**src/rtl/pgood_pkg.sv**
```systemverilog
package pgood_pkg;

   // Configuration word as seen by the block (bit 0 is the LSB)
   typedef struct packed {
      logic int_merge;   // bit 5
      logic long_dly;    // bit 4
      logic latched;     // bit 3
      logic window;      // bit 2
      logic open_drain;  // bit 1
      logic pol_inv;     // bit 0
   } pg_cfg_t;

   localparam int unsigned CFG_W = $bits(pg_cfg_t);

   function automatic pg_cfg_t cfg_decode(input logic [CFG_W-1:0] raw);
      return pg_cfg_t'(raw);
   endfunction

   function automatic int unsigned cnt_width(input int unsigned max_val);
      return (max_val < 2) ? 1 : $clog2(max_val + 1);
   endfunction

endpackage

```
**src/rtl/pgood_rail_eval.sv**
```systemverilog
module pgood_rail_eval #(
   parameter int unsigned N_RAILS = 4
) (
   input  logic [N_RAILS-1:0] uv_flag,
   input  logic [N_RAILS-1:0] ov_flag,
   input  logic [N_RAILS-1:0] rail_mask,
   input  logic [N_RAILS-1:0] flt_ok,
   input  logic               window,
   input  logic               latched,
   output logic [N_RAILS-1:0] rail_good,
   output logic               raw_ok
);

   logic [N_RAILS-1:0] qual;

   for (genvar i = 0; i < N_RAILS; i++) begin : g_rail
      // Undervoltage always checked; overvoltage only in window mode
      assign rail_good[i] = ~uv_flag[i] & (~window | ~ov_flag[i]);
      // Excluded rails never pull the result down
      assign qual[i] = ~rail_mask[i] | (latched ? flt_ok[i] : rail_good[i]);
   end

   assign raw_ok = &qual;

endmodule

```
**src/rtl/pgood_debounce.sv**
```systemverilog
module pgood_debounce #(
   parameter int unsigned TICK_CYCLES = 100,
   parameter int unsigned SHORT_TICKS = 8,
   parameter int unsigned LONG_TICKS  = 11000
) (
   input  logic clk,
   input  logic rst_n,
   input  logic raw_ok,
   input  logic long_dly,
   output logic valid
);
   import pgood_pkg::*;

   localparam int unsigned CNT_W = cnt_width(LONG_TICKS);
   localparam logic [CNT_W-1:0] SHORT_M1 = CNT_W'(SHORT_TICKS - 1);
   localparam logic [CNT_W-1:0] LONG_M1  = CNT_W'(LONG_TICKS - 1);

   if (SHORT_TICKS < 1) begin : g_bad_short
      $error("pgood_debounce: SHORT_TICKS must be at least 1");
   end
   if (LONG_TICKS < SHORT_TICKS) begin : g_bad_long
      $error("pgood_debounce: LONG_TICKS must not be below SHORT_TICKS");
   end
   if (TICK_CYCLES < 1) begin : g_bad_tick
      $error("pgood_debounce: TICK_CYCLES must be at least 1");
   end

   logic             run;
   logic             tick;
   logic [CNT_W-1:0] cnt_q;
   logic [CNT_W-1:0] target_m1;

   // Timebase only runs while a rise is being qualified
   assign run       = raw_ok & ~valid;
   assign target_m1 = long_dly ? LONG_M1 : SHORT_M1;

   if (TICK_CYCLES == 1) begin : g_no_presc
      assign tick = run;
   end else begin : g_presc
      localparam int unsigned PRE_W = cnt_width(TICK_CYCLES - 1);
      localparam logic [PRE_W-1:0] PRE_LAST = PRE_W'(TICK_CYCLES - 1);
      logic [PRE_W-1:0] pre_q;

      assign tick = run & (pre_q == PRE_LAST);

      always_ff @(posedge clk or negedge rst_n) begin
         if (!rst_n) begin
            pre_q <= '0;
         end else if (!run || tick) begin
            pre_q <= '0;
         end else begin
            pre_q <= pre_q + 1'b1;
         end
      end
   end

   always_ff @(posedge clk or negedge rst_n) begin
      if (!rst_n) begin
         valid <= 1'b0;
         cnt_q <= '0;
      end else if (!raw_ok) begin
         valid <= 1'b0;
         cnt_q <= '0;
      end else if (tick) begin
         if (cnt_q >= target_m1) begin
            valid <= 1'b1;
            cnt_q <= '0;
         end else begin
            cnt_q <= cnt_q + 1'b1;
         end
      end
   end

endmodule

```
**src/rtl/pgood_out_stage.sv**
```systemverilog
module pgood_out_stage (
   input  logic valid,
   input  logic pol_inv,
   input  logic open_drain,
   input  logic int_src_n,
   input  logic int_merge,
   input  logic rail0_good,
   output logic pg_out,
   output logic pg_oe,
   output logic int_n
);

   logic level;

   always_comb begin
      level = valid ^ pol_inv;
      if (open_drain) begin
         pg_out = 1'b0;
         pg_oe  = ~level;
      end else begin
         pg_out = level;
         pg_oe  = 1'b1;
      end
      int_n = int_src_n & ~(int_merge & ~rail0_good);
   end

endmodule

```
**src/rtl/pgood_gen.sv**
```systemverilog
module pgood_gen #(
   parameter int unsigned N_RAILS     = 4,
   parameter int unsigned TICK_CYCLES = 100,
   parameter int unsigned SHORT_TICKS = 8,
   parameter int unsigned LONG_TICKS  = 11000
) (
   input  logic                        clk,
   input  logic                        rst_n,
   input  logic [N_RAILS-1:0]          uv_flag_i,
   input  logic [N_RAILS-1:0]          ov_flag_i,
   input  logic [N_RAILS-1:0]          rail_mask_i,
   input  logic [N_RAILS-1:0]          flt_ok_i,
   input  logic                        int_src_n_i,
   input  logic [pgood_pkg::CFG_W-1:0] cfg_i,
   output logic                        pg_out_o,
   output logic                        pg_oe_o,
   output logic                        int_n_o
);
   import pgood_pkg::*;

   if (N_RAILS < 1) begin : g_bad_rails
      $error("pgood_gen: N_RAILS must be at least 1");
   end

   pg_cfg_t            cfg;
   logic [N_RAILS-1:0] rail_good;
   logic               raw_ok;
   logic               pg_valid;

   assign cfg = cfg_decode(cfg_i);

   pgood_rail_eval #(.N_RAILS(N_RAILS)) u_eval (
      .uv_flag   (uv_flag_i),
      .ov_flag   (ov_flag_i),
      .rail_mask (rail_mask_i),
      .flt_ok    (flt_ok_i),
      .window    (cfg.window),
      .latched   (cfg.latched),
      .rail_good (rail_good),
      .raw_ok    (raw_ok)
   );

   pgood_debounce #(
      .TICK_CYCLES (TICK_CYCLES),
      .SHORT_TICKS (SHORT_TICKS),
      .LONG_TICKS  (LONG_TICKS)
   ) u_deb (
      .clk      (clk),
      .rst_n    (rst_n),
      .raw_ok   (raw_ok),
      .long_dly (cfg.long_dly),
      .valid    (pg_valid)
   );

   pgood_out_stage u_out (
      .valid      (pg_valid),
      .pol_inv    (cfg.pol_inv),
      .open_drain (cfg.open_drain),
      .int_src_n  (int_src_n_i),
      .int_merge  (cfg.int_merge),
      .rail0_good (rail_good[0]),
      .pg_out     (pg_out_o),
      .pg_oe      (pg_oe_o),
      .int_n      (int_n_o)
   );

endmodule

```
**config.mk**
```make
export PLATFORM = sky130hd
export DESIGN_NAME = pgood_gen
export DESIGN_NICKNAME = d
export VERILOG_FILES = /design/src/rtl/pgood_pkg.sv /design/src/rtl/pgood_rail_eval.sv /design/src/rtl/pgood_debounce.sv /design/src/rtl/pgood_out_stage.sv /design/src/rtl/pgood_gen.sv
export SDC_FILE = /design/constraint.sdc
export NUM_CORES = 1
export LEC_CHECK = 0
export ABC_AREA = 1
export BUFFER_PORTS_ARGS = -buffer_cell sky130_fd_sc_hd__buf_4
export CAP_MARGIN = 40
export CELL_PAD_IN_SITES_DETAIL_PLACEMENT = 1
export CELL_PAD_IN_SITES_GLOBAL_PLACEMENT = 1
export CORE_UTILIZATION = 43
export DETAILED_ROUTE_END_ITERATION = 10
export PLACE_DENSITY = 0.95
export SLEW_MARGIN = 20
export SYNTH_ARGS = -nofsm -noshare
export SYNTH_HDL_FRONTEND = slang
export SYNTH_SLANG_ARGS = --single-unit
```
**constraint.sdc**
```tcl
create_clock -name clk -period 4.9 [get_ports clk]
set_clock_uncertainty 0.2 [all_clocks]
set_input_delay 1.47 -clock clk [delete_from_list [all_inputs] [get_ports clk]]
set_output_delay 1.47 -clock clk [all_outputs]
set_load 0.02 [all_outputs]
```
==> results of run 1 <==
## area by class of cell
| type | count | area [µm²] | share of cell area (%) |
|---|---|---|---|
| multi-input combinational | 194 | 983 | 50.1 |
| sequential | 22 | 551 | 28.0 |
| timing repair buffer | 27 | 203 | 10.3 |
| inverter | 25 | 96.3 | 4.90 |
| tap | 48 | 60.1 | 3.06 |
| clock buffer | 3 | 41.3 | 2.10 |
| clock inverter | 1 | 30.0 | 1.53 |
## registers in the layout, indices dropped and copies added, names as in the netlist
name                 count
u_deb.cnt_q             14
u_deb.g_presc.pre_q      7
u_deb.valid              1
## cell usage in the layout (no fill, tap or decap), types with 3 or more instances in the layout
cell type,n
xor2_1,7
xnor2_1,3
nor2_1,42
buf_4,27
clkbuf_8,3
nand3_1,23
nand2_1,87
dfrtp_1,22
nand4_1,8
nor3_2,3
inv_1,24
ha_1,9
## power groups by stage
stage	combinational, mW	sequential [mW]	clock, mW
after global routing	0.0609	0.184	0.186
after CTS	0.0547	0.184	0.180
after detailed placement	0.0543	0.187	0
final	0.0541	0.184	0.179
after global placement	0.0528	0.187	0
after floorplan	0.0310	0.187	0
## worst max-delay path: cells and delay by family
kind | cells | cell delay, ns
AO/OA/AOI/OAI | 1 | 0.16
buffers and inverters | 2 | 0.29
AND/OR/NAND/NOR | 2 | 0.11
## cells by family after synthesis
family                   Yosys count  synth area share [%]
adder cells (fa/ha/maj)            9                  6.74
AND/OR/NAND/NOR                  169                  44.3
buffers and inverters             30                  8.17
XOR/XNOR                          10                  5.24
AO/OA/AOI/OAI                      6                  2.62
flip-flops                        22                  33.0
## layer usage
layer  wire, µm  share of wire [%]
met3         68                1.5
met5          0                  0
met2       2320                 52
met1       2010                 45
met4         78                1.7
## metrics by stage
stage | std cells | hold WS [ns] | setup slack, ns | power [mW]
3_5_place_dp | 316 | 0.254 | 1.18 | 0.242
3_3_place_gp | 316 | 0.255 | 1.23 | 0.240
2_1_floorplan | 246 | 0.233 | 1.17 | 0.218
4_1_cts | 320 | 0.267 | 1.20 | 0.418
6_report | 320 | 0.261 | 1.20 | 0.417
5_1_grt | 320 | 0.283 | 1.09 | 0.431
## path summary, 6_finish.rpt
check / from / end / slack (ns)
min in group asynchronous: rst_n / u_deb.cnt_q[10]$_DFFE_PN0P_ / 0.87
max: cfg_i[2] / int_n_o / 1.20
min: u_deb.g_presc.pre_q[0]$_DFF_PN0_ / u_deb.g_presc.pre_q[0]$_DFF_PN0_ / 0.26
max reg2reg: u_deb.g_presc.pre_q[0]$_DFF_PN0_ / u_deb.cnt_q[2]$_DFFE_PN0P_ / 2.71
max in group asynchronous: rst_n / u_deb.cnt_q[4]$_DFFE_PN0P_ / 3.39
min reg2reg: u_deb.g_presc.pre_q[0]$_DFF_PN0_ / u_deb.g_presc.pre_q[0]$_DFF_PN0_ / 0.26
==> summary.md, run 1 <==
| Metric | Value |
|---|---|
| Outcome | finished clean |
| Initial DRC count | 40 |
| Initial antenna violation count | 0 |
| Flops & latches, synth | 22 |
| Number of post-CTS setup repair buffers | 0 |
| Routed WL per cell | 14.0 µm |
| Root buf cell | clkbuf_8 |
| Die Height | 64.3 µm |
| Hold path depth | 1 |
| Grt met2 use | 44.7% |
| Worst path slowest cell | buf_4 |
| PortBufs | 27 |
| Ys async rst share | 100% |
| Logic pwr share | 13.0% |
| Most instantiated cells after synthesis | nand2_1, nor2_1, inv_1 |
| CP max FO | 4 |
| Die area | 4140 µm² |
| Drt drc | 0 |
| # H-tree levels | 1 |
| Total core area | 3690 µm² |
| Kind of critical path | in -> out |
| Max Freq | 270 MHz |
| Post-CTS Hold Buffers | 0 |
| P_leak | 1.03 nW |
| Peak supply drop | 0.119 mV |
| Mean Syn Cell Area | 6.79 µm² |
| CP startpoint kind | input pin |
| Fin util | 53.3% |
| CTS max path bufs | 2 |
| Synth area leaders | dfrtp_1, nand2_1, nor2_1 |
| CP Cell Sequence | buf_4, nand2_1, nand2_1, a21boi_0, buf_4 |
| GRT overflow | 0 |
| Cell Area, Synth | 1670 µm² |
| Final Hold Fails | 0 |
| Final setup violation count | 0 |
| # fillers | 503 |
| CTS resizes | 0 |
| Synthesized Nets | 280 |
| Syn. warnings | 0 |
| Reg2Reg Depth | 10 |
| Period utilization | 75.5% |
| Worst path max stage delay | 0.17 ns |
| Max Slew Vio Count | 0 |
| Rel. slew slack | 57.0% |
| Number of global-route vias before repair | 1743 |
| CP endpoint kind | output port |
| Met3 usage | 3.39% |
| Setup TNS | 0 ns |
| CTS tree | built |
| Final Cell Area | 1960 µm² |
| Gr busiest metal | met2 |
| Gpl congestion | 0.800 |
| Hpwl dp | 3080 µm |
| Post-route ant nets | 0 |
| Pwr per Cell Area | 212 nW/µm² |
| Clk slew on worst S/H paths | 0.09 ns |
| P_sw | 0.102 mW |
| I/O pin count | 28 |
| Final wirelength | 4470 µm |
| Hold crit path type | reg -> reg |
| Combined global-route utilization of all metal layers | 24.5% |
| Sequential power share | 44.0% |
| Met1 Use GR | 28.7% |
| DR vias/cell | 5.18 |
| Unique masters post-synth | 24 |
| Most common cell in the netlist | nand2_1 |
| Global-route wire length before repair | 7870 µm |
| Ys flop type | dfrtp_1 |
| DRT Pass-1 Iters | 4 |
| Max Cap Violations | 0 |
| Critical Path AT | 2.03 ns |
| Final net count | 307 |
| Worst Path Required | 3.23 ns |
| Initial Util | 45.3% |
| RSZ-0062 raised after global routing | no |
| Final min period | 3.70 ns |
| Top cell type's share of synthesized area | 33.0% |
| Sequential fraction of the synthesis area | 33.0% |
| Yosys top cell by area | dfrtp_1 |
| Synth Instances | 246 |
| Die width | 64.3 µm |
| Inserted Clock Buffers | 3 |
| Worst-skew pair later-pin latency | 0.28 ns |
| Sink Count | 22 |
| Pin count of the biggest net entering global routing | 23 |
| Ant diodes | 0 |
| DR vias | 1659 |
| Fraction of layout cells with a size suffix above 1 | 15.4% |
| Power share of the clock group | 43.0% |
| Switching share of power | 24.5% |
| FP Rows | 22 |
| Layout area overhead | 17.6% |
| P_int | 0.315 mW |
| DP Area | 1890 µm² |
| Number of flops mapped to enable cells by yosys | 0 |
| Worst-Margin Slew | 0.645 ns |
Power figures use the tool's default switching activity.
==> run 2: changes to the inputs <==
--- a/config.mk
+++ b/config.mk
@@ -10,9 +10,9 @@
 export CAP_MARGIN = 40
 export CELL_PAD_IN_SITES_DETAIL_PLACEMENT = 1
 export CELL_PAD_IN_SITES_GLOBAL_PLACEMENT = 1
-export CORE_UTILIZATION = 43
+export CORE_UTILIZATION = 36
 export DETAILED_ROUTE_END_ITERATION = 10
-export PLACE_DENSITY = 0.95
+export PLACE_DENSITY = 0.87
 export SLEW_MARGIN = 20
 export SYNTH_ARGS = -nofsm -noshare
 export SYNTH_HDL_FRONTEND = slang
==> constraint.sdc (replaced) <==
create_clock -name clk -period 3.2 [get_ports clk]
set_clock_uncertainty 0.2 [all_clocks]
set_input_delay 0.96 -clock clk [delete_from_list [all_inputs] [get_ports clk]]
set_output_delay 0.96 -clock clk [all_outputs]
set_load 0.02 [all_outputs]
==> run 2 against run 1 <==
First-iteration DRC count is 95% higher. Die area is 19% higher. Largest cell class unchanged. Critical path type unchanged. Routed wire length is 8.0% lower.
==> summary.md, run 2 (same netlist as run 1, synthesis figures left out) <==
| Metric | Value |
|---|---|
| Outcome | finished clean |
| Setup TNS | 0 ns |
| Die Height | 70.1 µm |
| Number of post-CTS setup repair buffers | 0 |
| PortBufs | 27 |
| Ant diodes | 0 |
| Hold EP | u_deb.g_presc.pre_q[0]$_DFF_PN0_ |
| Final min period | 2.68 ns |
| # fillers | 587 |
| Final net count | 308 |
| Max reg flops | 14 |
| Switching share of power | 22.9% |
| CTS max path bufs | 2 |
| Most frequent cells in the layout | nand2_1, nor2_1, buf_4 |
| Worst path slowest cell | buf_4 |
| P_int | 0.482 mW |
| Multi-input gate area | 983 µm² |
| FP Rows | 24 |
| Worst-skew pair later-pin latency | 0.26 ns |
| CP Cell Sequence | buf_4, nand2_1, nand2_1, a21boi_0, buf_4 |
| Fraction of layout cells with a size suffix above 1 | 15.8% |
| Hold path depth | 1 |
| Hold_sp | u_deb.g_presc.pre_q[0]$_DFF_PN0_ |
| Buffer and inverter count on the worst path | 2 |
| Combined global-route utilization of all metal layers | 18.5% |
| CTS resizes | 0 |
| Reg2Reg Capture Point | u_deb.cnt_q[4]$_DFFE_PN0P_ |
| Global-route wire length before repair | 7380 µm |
| GRT overflow | 0 |
| Leading cell type in the layout, fill and taps excluded | nand2_1 |
| Post-route ant nets | 0 |
| Top delay family on crit path | buffers and inverters |
| DR vias/cell | 4.98 |
| Root buf cell | clkbuf_8 |
| Pin count of the biggest net entering global routing | 23 |
| CP startpoint kind | input pin |
| Routed WL per cell | 12.6 µm |
| Number of global-route vias before repair | 1672 |
| Reg2Reg Depth | 10 |
| # H-tree levels | 1 |
| Peak supply drop | 0.179 mV |
| P_leak | 1.03 nW |
| Critical Path AT | 1.52 ns |
| Power share of the clock group | 41.9% |
| Final setup violation count | 0 |
| WHS | 0.307 ns |
| Hold crit path type | reg -> reg |
| DRT Pass-1 Iters | 4 |
| Die width | 70.1 µm |
| Layout area overhead | 18.4% |
| Max Slew Vio Count | 0 |
| Initial DRC count | 78 |
| Post-CTS Hold Buffers | 0 |
| Sequential power share | 45.1% |
| P_sw | 0.143 mW |
| Pwr per Cell Area | 316 nW/µm² |
| Final wirelength | 4110 µm |
| I/O pin count | 28 |
| Drt drc | 0 |
| Final Hold Fails | 0 |
| Logic pwr share | 13.1% |
| Reg-to-reg startpoint | u_deb.cnt_q[5]$_DFFE_PN0P_ |
| Kind of critical path | in -> out |
| R2r setup slk | 1.09 ns |
| Total core area | 4410 µm² |
| Rel. slew slack | 71.3% |
| Hpwl dp | 3230 µm |
| Sink Count | 22 |
| CP endpoint kind | output port |
| Die area | 4920 µm² |
| Max Freq | 373 MHz |
| Max Cap Violations | 0 |
| Reg area | 551 µm² |
| Clk slew on worst S/H paths | 0.09 ns |
| CP max FO | 4 |
| Top Registers | u_deb.cnt_q (14), u_deb.g_presc.pre_q (7), u_deb.valid (1) |
| Initial Util | 37.8% |
| CTS tree | built |
| Worst-Margin Slew | 0.429 ns |
| Worst path max stage delay | 0.17 ns |
| Top reg by flops | u_deb.cnt_q |
| RSZ-0062 raised after global routing | no |
| Period utilization | 83.7% |
| Inserted Clock Buffers | 3 |
| Gpl congestion | 0.787 |
| DR vias | 1618 |
| Worst Path Required | 2.04 ns |
| Initial antenna violation count | 0 |
-- run 2: cell count changes in the layout (fill, tap and decap cells not counted) --
cell,change
buf_4,+1
-- run 2: power groups by stage --
stage / combinational (mW) / sequential [mW] / clock [mW]
final: 0.0816 / 0.282 / 0.262
after CTS: 0.0835 / 0.282 / 0.268
after global placement: 0.0812 / 0.287 / 0
after floorplan: 0.0474 / 0.287 / 0
after detailed placement: 0.0834 / 0.287 / 0
after global routing: 0.0914 / 0.282 / 0.276
-- run 2: layout make-up --
| type | count | area share (%) |
|---|---|---|
| Inverter | 25 | 4.87 |
| Clock buffer | 3 | 2.09 |
| Sequential cell | 22 | 27.8 |
| Timing Repair Buffer | 28 | 10.6 |
| Tap cell | 52 | 3.29 |
| Clock inverter | 1 | 1.52 |
| Multi-Input combinational cell | 194 | 49.7 |
-- run 2: stage by stage --
step | total power [mW] | utilization (%) | setup slack, ns | area, µm² | cells
final | 0.625 | 44.8 | 0.522 | 1980 | 325
after global routing | 0.650 | 44.8 | 0.411 | 1980 | 325
after CTS | 0.633 | 44.8 | 0.526 | 1980 | 325
after detailed placement | 0.371 | 43.2 | 0.350 | 1910 | 321
after floorplan | 0.334 | - | 0.486 | 1670 | 246
after global placement | 0.368 | 43.2 | 0.386 | 1910 | 321
-- run 2: worst max-delay path by stage --
| stage | startpoint | endpoint | slack (ns) | cells after the start |
|---|---|---|---|---|
| 3_3_place_gp | cfg_i[4] | u_deb.cnt_q[9]$_DFFE_PN0P_ | 0.39 | 12 |
| 4_1_cts | cfg_i[2] | int_n_o | 0.53 | 5 |
| 5_1_grt | cfg_i[4] | u_deb.cnt_q[4]$_DFFE_PN0P_ | 0.41 | 12 |
| 3_5_place_dp | cfg_i[4] | u_deb.cnt_q[4]$_DFFE_PN0P_ | 0.35 | 12 |
| 2_1_floorplan | ov_flag_i[0] | int_n_o | 0.49 | 3 |
| 6_report | cfg_i[2] | int_n_o | 0.52 | 5 |
-- run 2: worst reg2reg max path, delay by kind of cell (launching register included) --
kind	cells	cell delay, ns
adders and majority gates	1	0.33
DFF	1	0.48
and+or+nand+nor	9	1.04
-- run 2: per-layer routing --
metal | wire length [µm] | vias up | GRT usage, %
met5 | 0 | - | 0
met4 | 14 | 0 | 5.33
met3 | 65 | 2 | 1.73
met2 | 2100 | 14 | 32.2
met1 | 1930 | 774 | 24.4
li1 | - | 828 | -
==> run 3: changes to the inputs <==
--- a/config.mk
+++ b/config.mk
@@ -5,14 +5,14 @@
 export SDC_FILE = /design/constraint.sdc
 export NUM_CORES = 1
 export LEC_CHECK = 0
-export ABC_AREA = 1
+export ABC_AREA = 0
 export BUFFER_PORTS_ARGS = -buffer_cell sky130_fd_sc_hd__buf_4
 export CAP_MARGIN = 40
 export CELL_PAD_IN_SITES_DETAIL_PLACEMENT = 1
 export CELL_PAD_IN_SITES_GLOBAL_PLACEMENT = 1
-export CORE_UTILIZATION = 36
+export CORE_UTILIZATION = 41
 export DETAILED_ROUTE_END_ITERATION = 10
-export PLACE_DENSITY = 0.87
+export PLACE_DENSITY = 0.9
 export SLEW_MARGIN = 20
 export SYNTH_ARGS = -nofsm -noshare
 export SYNTH_HDL_FRONTEND = slang
==> constraint.sdc (replaced) <==
create_clock -name clk -period 2.5 [get_ports clk]
set_clock_uncertainty 0.2 [all_clocks]
set_input_delay 0.75 -clock clk [delete_from_list [all_inputs] [get_ports clk]]
set_output_delay 0.75 -clock clk [all_outputs]
set_load 0.02 [all_outputs]
==> run 3 against run 2 <==
Critical path depth rose by 3. The flow now finishes with violations (negative setup slack). Largest power group unchanged. Global-route usage grew 5.9 points. Area after synthesis fell by 11%.
==> summary.md, run 3 <==
| Metric | Value |
|---|---|
| Max reg flops | 14 |
| Leading cell type in the layout, fill and taps excluded | buf_4 |
| R2r setup slk | 0.06 ns |
| DRT Pass-1 Iters | 4 |
| Outcome | complete, but fails checks |
| Post-route ant nets | 0 |
| # H-tree levels | 1 |
| Peak supply drop | 0.211 mV |
| Rel. slew slack | 78.7% |
| Ys async rst share | 100% |
| Synth area leaders | dfrtp_1, ha_1, nand3_1 |
| Max Freq | 395 MHz |
| PortBufs | 27 |
| DP Area | 1860 µm² |
| Critical Path AT | 2.59 ns |
| Period utilization | 101% |
| Global-route wire length before repair | 7600 µm |
| Hpwl dp | 3110 µm |
| Top Registers | u_deb.cnt_q (14), u_deb.g_presc.pre_q (7), u_deb.valid (1) |
| Number of flops mapped to enable cells by yosys | 0 |
| Cell Area, Synth | 1490 µm² |
| Synth Instances | 175 |
| Most instantiated cells after synthesis | dfrtp_1, nand2_1, nand3_1 |
| Clk slew on worst S/H paths | 0.13 ns |
| Gr busiest metal | met2 |
| DR vias | 1542 |
| Placed cell count | 249 |
| Initial Util | 43.6% |
| Final wirelength | 4520 µm |
| Top reg by flops | u_deb.cnt_q |
| WHS | 0.0943 ns |
| Mean Syn Cell Area | 8.52 µm² |
| Inserted Clock Buffers | 3 |
| Final setup violation count | 1 |
| Worst Path Required | 2.56 ns |
| DP Worst Slack | -0.575 ns |
| CP startpoint kind | input pin |
| Die width | 62.3 µm |
| Most common cell in the netlist | dfrtp_1 |
| Met1 Use GR | 32.2% |
| Final Worst Setup Slack | -0.0301 ns |
| Initial antenna violation count | 0 |
| Initial DRC count | 42 |
| Fraction of layout cells with a size suffix above 1 | 29.2% |
| Worst-Margin Slew | 0.317 ns |
| Ant diodes | 0 |
| Flops & latches, synth | 22 |
| Reg-to-reg startpoint | u_deb.g_presc.pre_q[0]$_DFF_PN0_ |
| Grt met2 use | 43.1% |
| Hold crit path type | in -> async |
| Sequential fraction of the synthesis area | 36.9% |
| Drt drc | 0 |
| Die area | 3880 µm² |
| DR vias/cell | 5.98 |
| Final net count | 247 |
| CTS max path bufs | 2 |
| Pin count of the biggest net entering global routing | 27 |
| Yosys top cell by area | dfrtp_1 |
| Root buf cell | clkbuf_4 |
| Met3 usage | 2.39% |
| Syn. warnings | 0 |
| I/O pin count | 28 |
| Die Height | 62.3 µm |
| Total core area | 3420 µm² |
| CP endpoint kind | flop |
| Most frequent cells in the layout | buf_4, dfrtp_1, nand2_1 |
| FP Rows | 21 |
| Number of global-route vias before repair | 1580 |
| Combined global-route utilization of all metal layers | 24.4% |
| Reg2Reg Depth | 6 |
| Final Non-Filler Cells | 258 |
| Top cell type's share of synthesized area | 36.9% |
| Reg2Reg Capture Point | u_deb.cnt_q[13]$_DFFE_PN0P_ |
| CTS tree | built |
| Violated checks | negative setup slack |
| Gpl congestion | 0.795 |
| CP max FO | 7 |
| Final Hold Fails | 0 |
| Unique masters post-synth | 33 |
| # fillers | 400 |
| Layout area overhead | 35.9% |
| GRT overflow | 0 |
| Worst-skew pair later-pin latency | 0.32 ns |
| RSZ-0062 raised after global routing | yes |
| Ys flop type | dfrtp_1 |
| Max Cap Violations | 0 |
| Final min period | 2.53 ns |
| P_leak | 0.868 nW |
| Pwr per Cell Area | 370 nW/µm² |
| Routed WL per cell | 17.5 µm |
| Synthesized Nets | 209 |
| Max Slew Vio Count | 0 |
| Final Cell Area | 2030 µm² |
| Kind of critical path | in -> reg |
| Sink Count | 22 |
==> run 3: cell count changes after synthesis, sizes merged, moves of 5 or more <==
cell,change
a211o,+7
a21oi,+10
a31oi,+7
and3,+6
clkbuf,+7
inv,-21
nand2,-69
nand3,-5
nor2,-36
nor2b,+5
==> run 3: stage by stage <==
stage	power, mW	setup TNS (ns)	utilization [%]
2_1_floorplan	0.408	-1.13	-
4_1_cts	0.749	-0.0196	57.3
5_1_grt	0.774	-0.283	59.3
3_5_place_dp	0.466	-7.07	54.5
6_report	0.749	-0.0301	59.3
3_3_place_gp	0.460	-5.20	54.5
==> run 3: layout make-up <==
class / instances / area (µm²) / share of cell area (%)
clock inverter: 1 / 30.0 / 1.48
inverter: 4 / 18.8 / 0.926
sequential: 22 / 551 / 27.2
clock buffer: 3 / 22.5 / 1.11
tap: 46 / 57.6 / 2.84
timing repair buffer: 41 / 349 / 17.2
multi-input combinational: 141 / 997 / 49.2
==> run 3: how the worst max path moves through the flow <==
| stage | startpoint | end | slack (ns) | cells past startpoint |
|---|---|---|---|---|
| floorplan | cfg_i[4] | u_deb.cnt_q[1]$_DFFE_PN0P_ | -0.13 | 8 |
| global placement | cfg_i[4] | u_deb.cnt_q[11]$_DFFE_PN0P_ | -0.43 | 8 |
| detailed placement | cfg_i[4] | u_deb.cnt_q[8]$_DFFE_PN0P_ | -0.58 | 8 |
| CTS | cfg_i[4] | u_deb.cnt_q[0]$_DFFE_PN0P_ | -0.02 | 9 |
| global route | cfg_i[4] | u_deb.cnt_q[0]$_DFFE_PN0P_ | -0.08 | 8 |
| finish | cfg_i[4] | u_deb.cnt_q[0]$_DFFE_PN0P_ | -0.03 | 8 |
==> run 3: worst max-delay path, cell delays in order <==
cell and delay (ns):
buf_8 0.07, clkinvlp_4 0.18, ha_4 0.27, a211o_1 0.26, a21o_1 0.22, a22o_4 0.28, or4_1 0.42, a21oi_1 0.13
==> run 3: where the power goes <==
group | total [mW] | internal, mW | switching [mW]
sequential | 0.361 | 0.359 | 0.00207
clock | 0.284 | 0.162 | 0.121
combinational | 0.105 | 0.0549 | 0.0503
total | 0.749 | 0.576 | 0.174
==> run 3: cell families (layout without fill, tap and decap cells) <==
logic type / Yosys count / after routing / synth area share (%)
flip-flops: 22 / 22 / 36.9
buffers and inverters: 12 / 49 / 3.11
XOR/XNOR: 6 / 6 / 3.53
AO/OA/AOI/OAI: 40 / 40 / 18.5
AND/OR/NAND/NOR: 86 / 86 / 30.4
adder cells (fa/ha/maj): 9 / 9 / 7.56
==> run 3: what timing repair did <==
action / in CTS / in global routing
resized for setup: 0 / 11
pin swaps: 1 / 6
setup endpoints to repair: 12 / 12
setup buffers: 4 / 0
cloned: 0 / 1
hold buffers: 0 / 0
==> run 3: metal layers <==
metal,vias to the layer above,part of all wire [%]
met5,-,0
met4,0,0.89
met3,4,4.0
met2,45,49
met1,759,46
li1,734,-
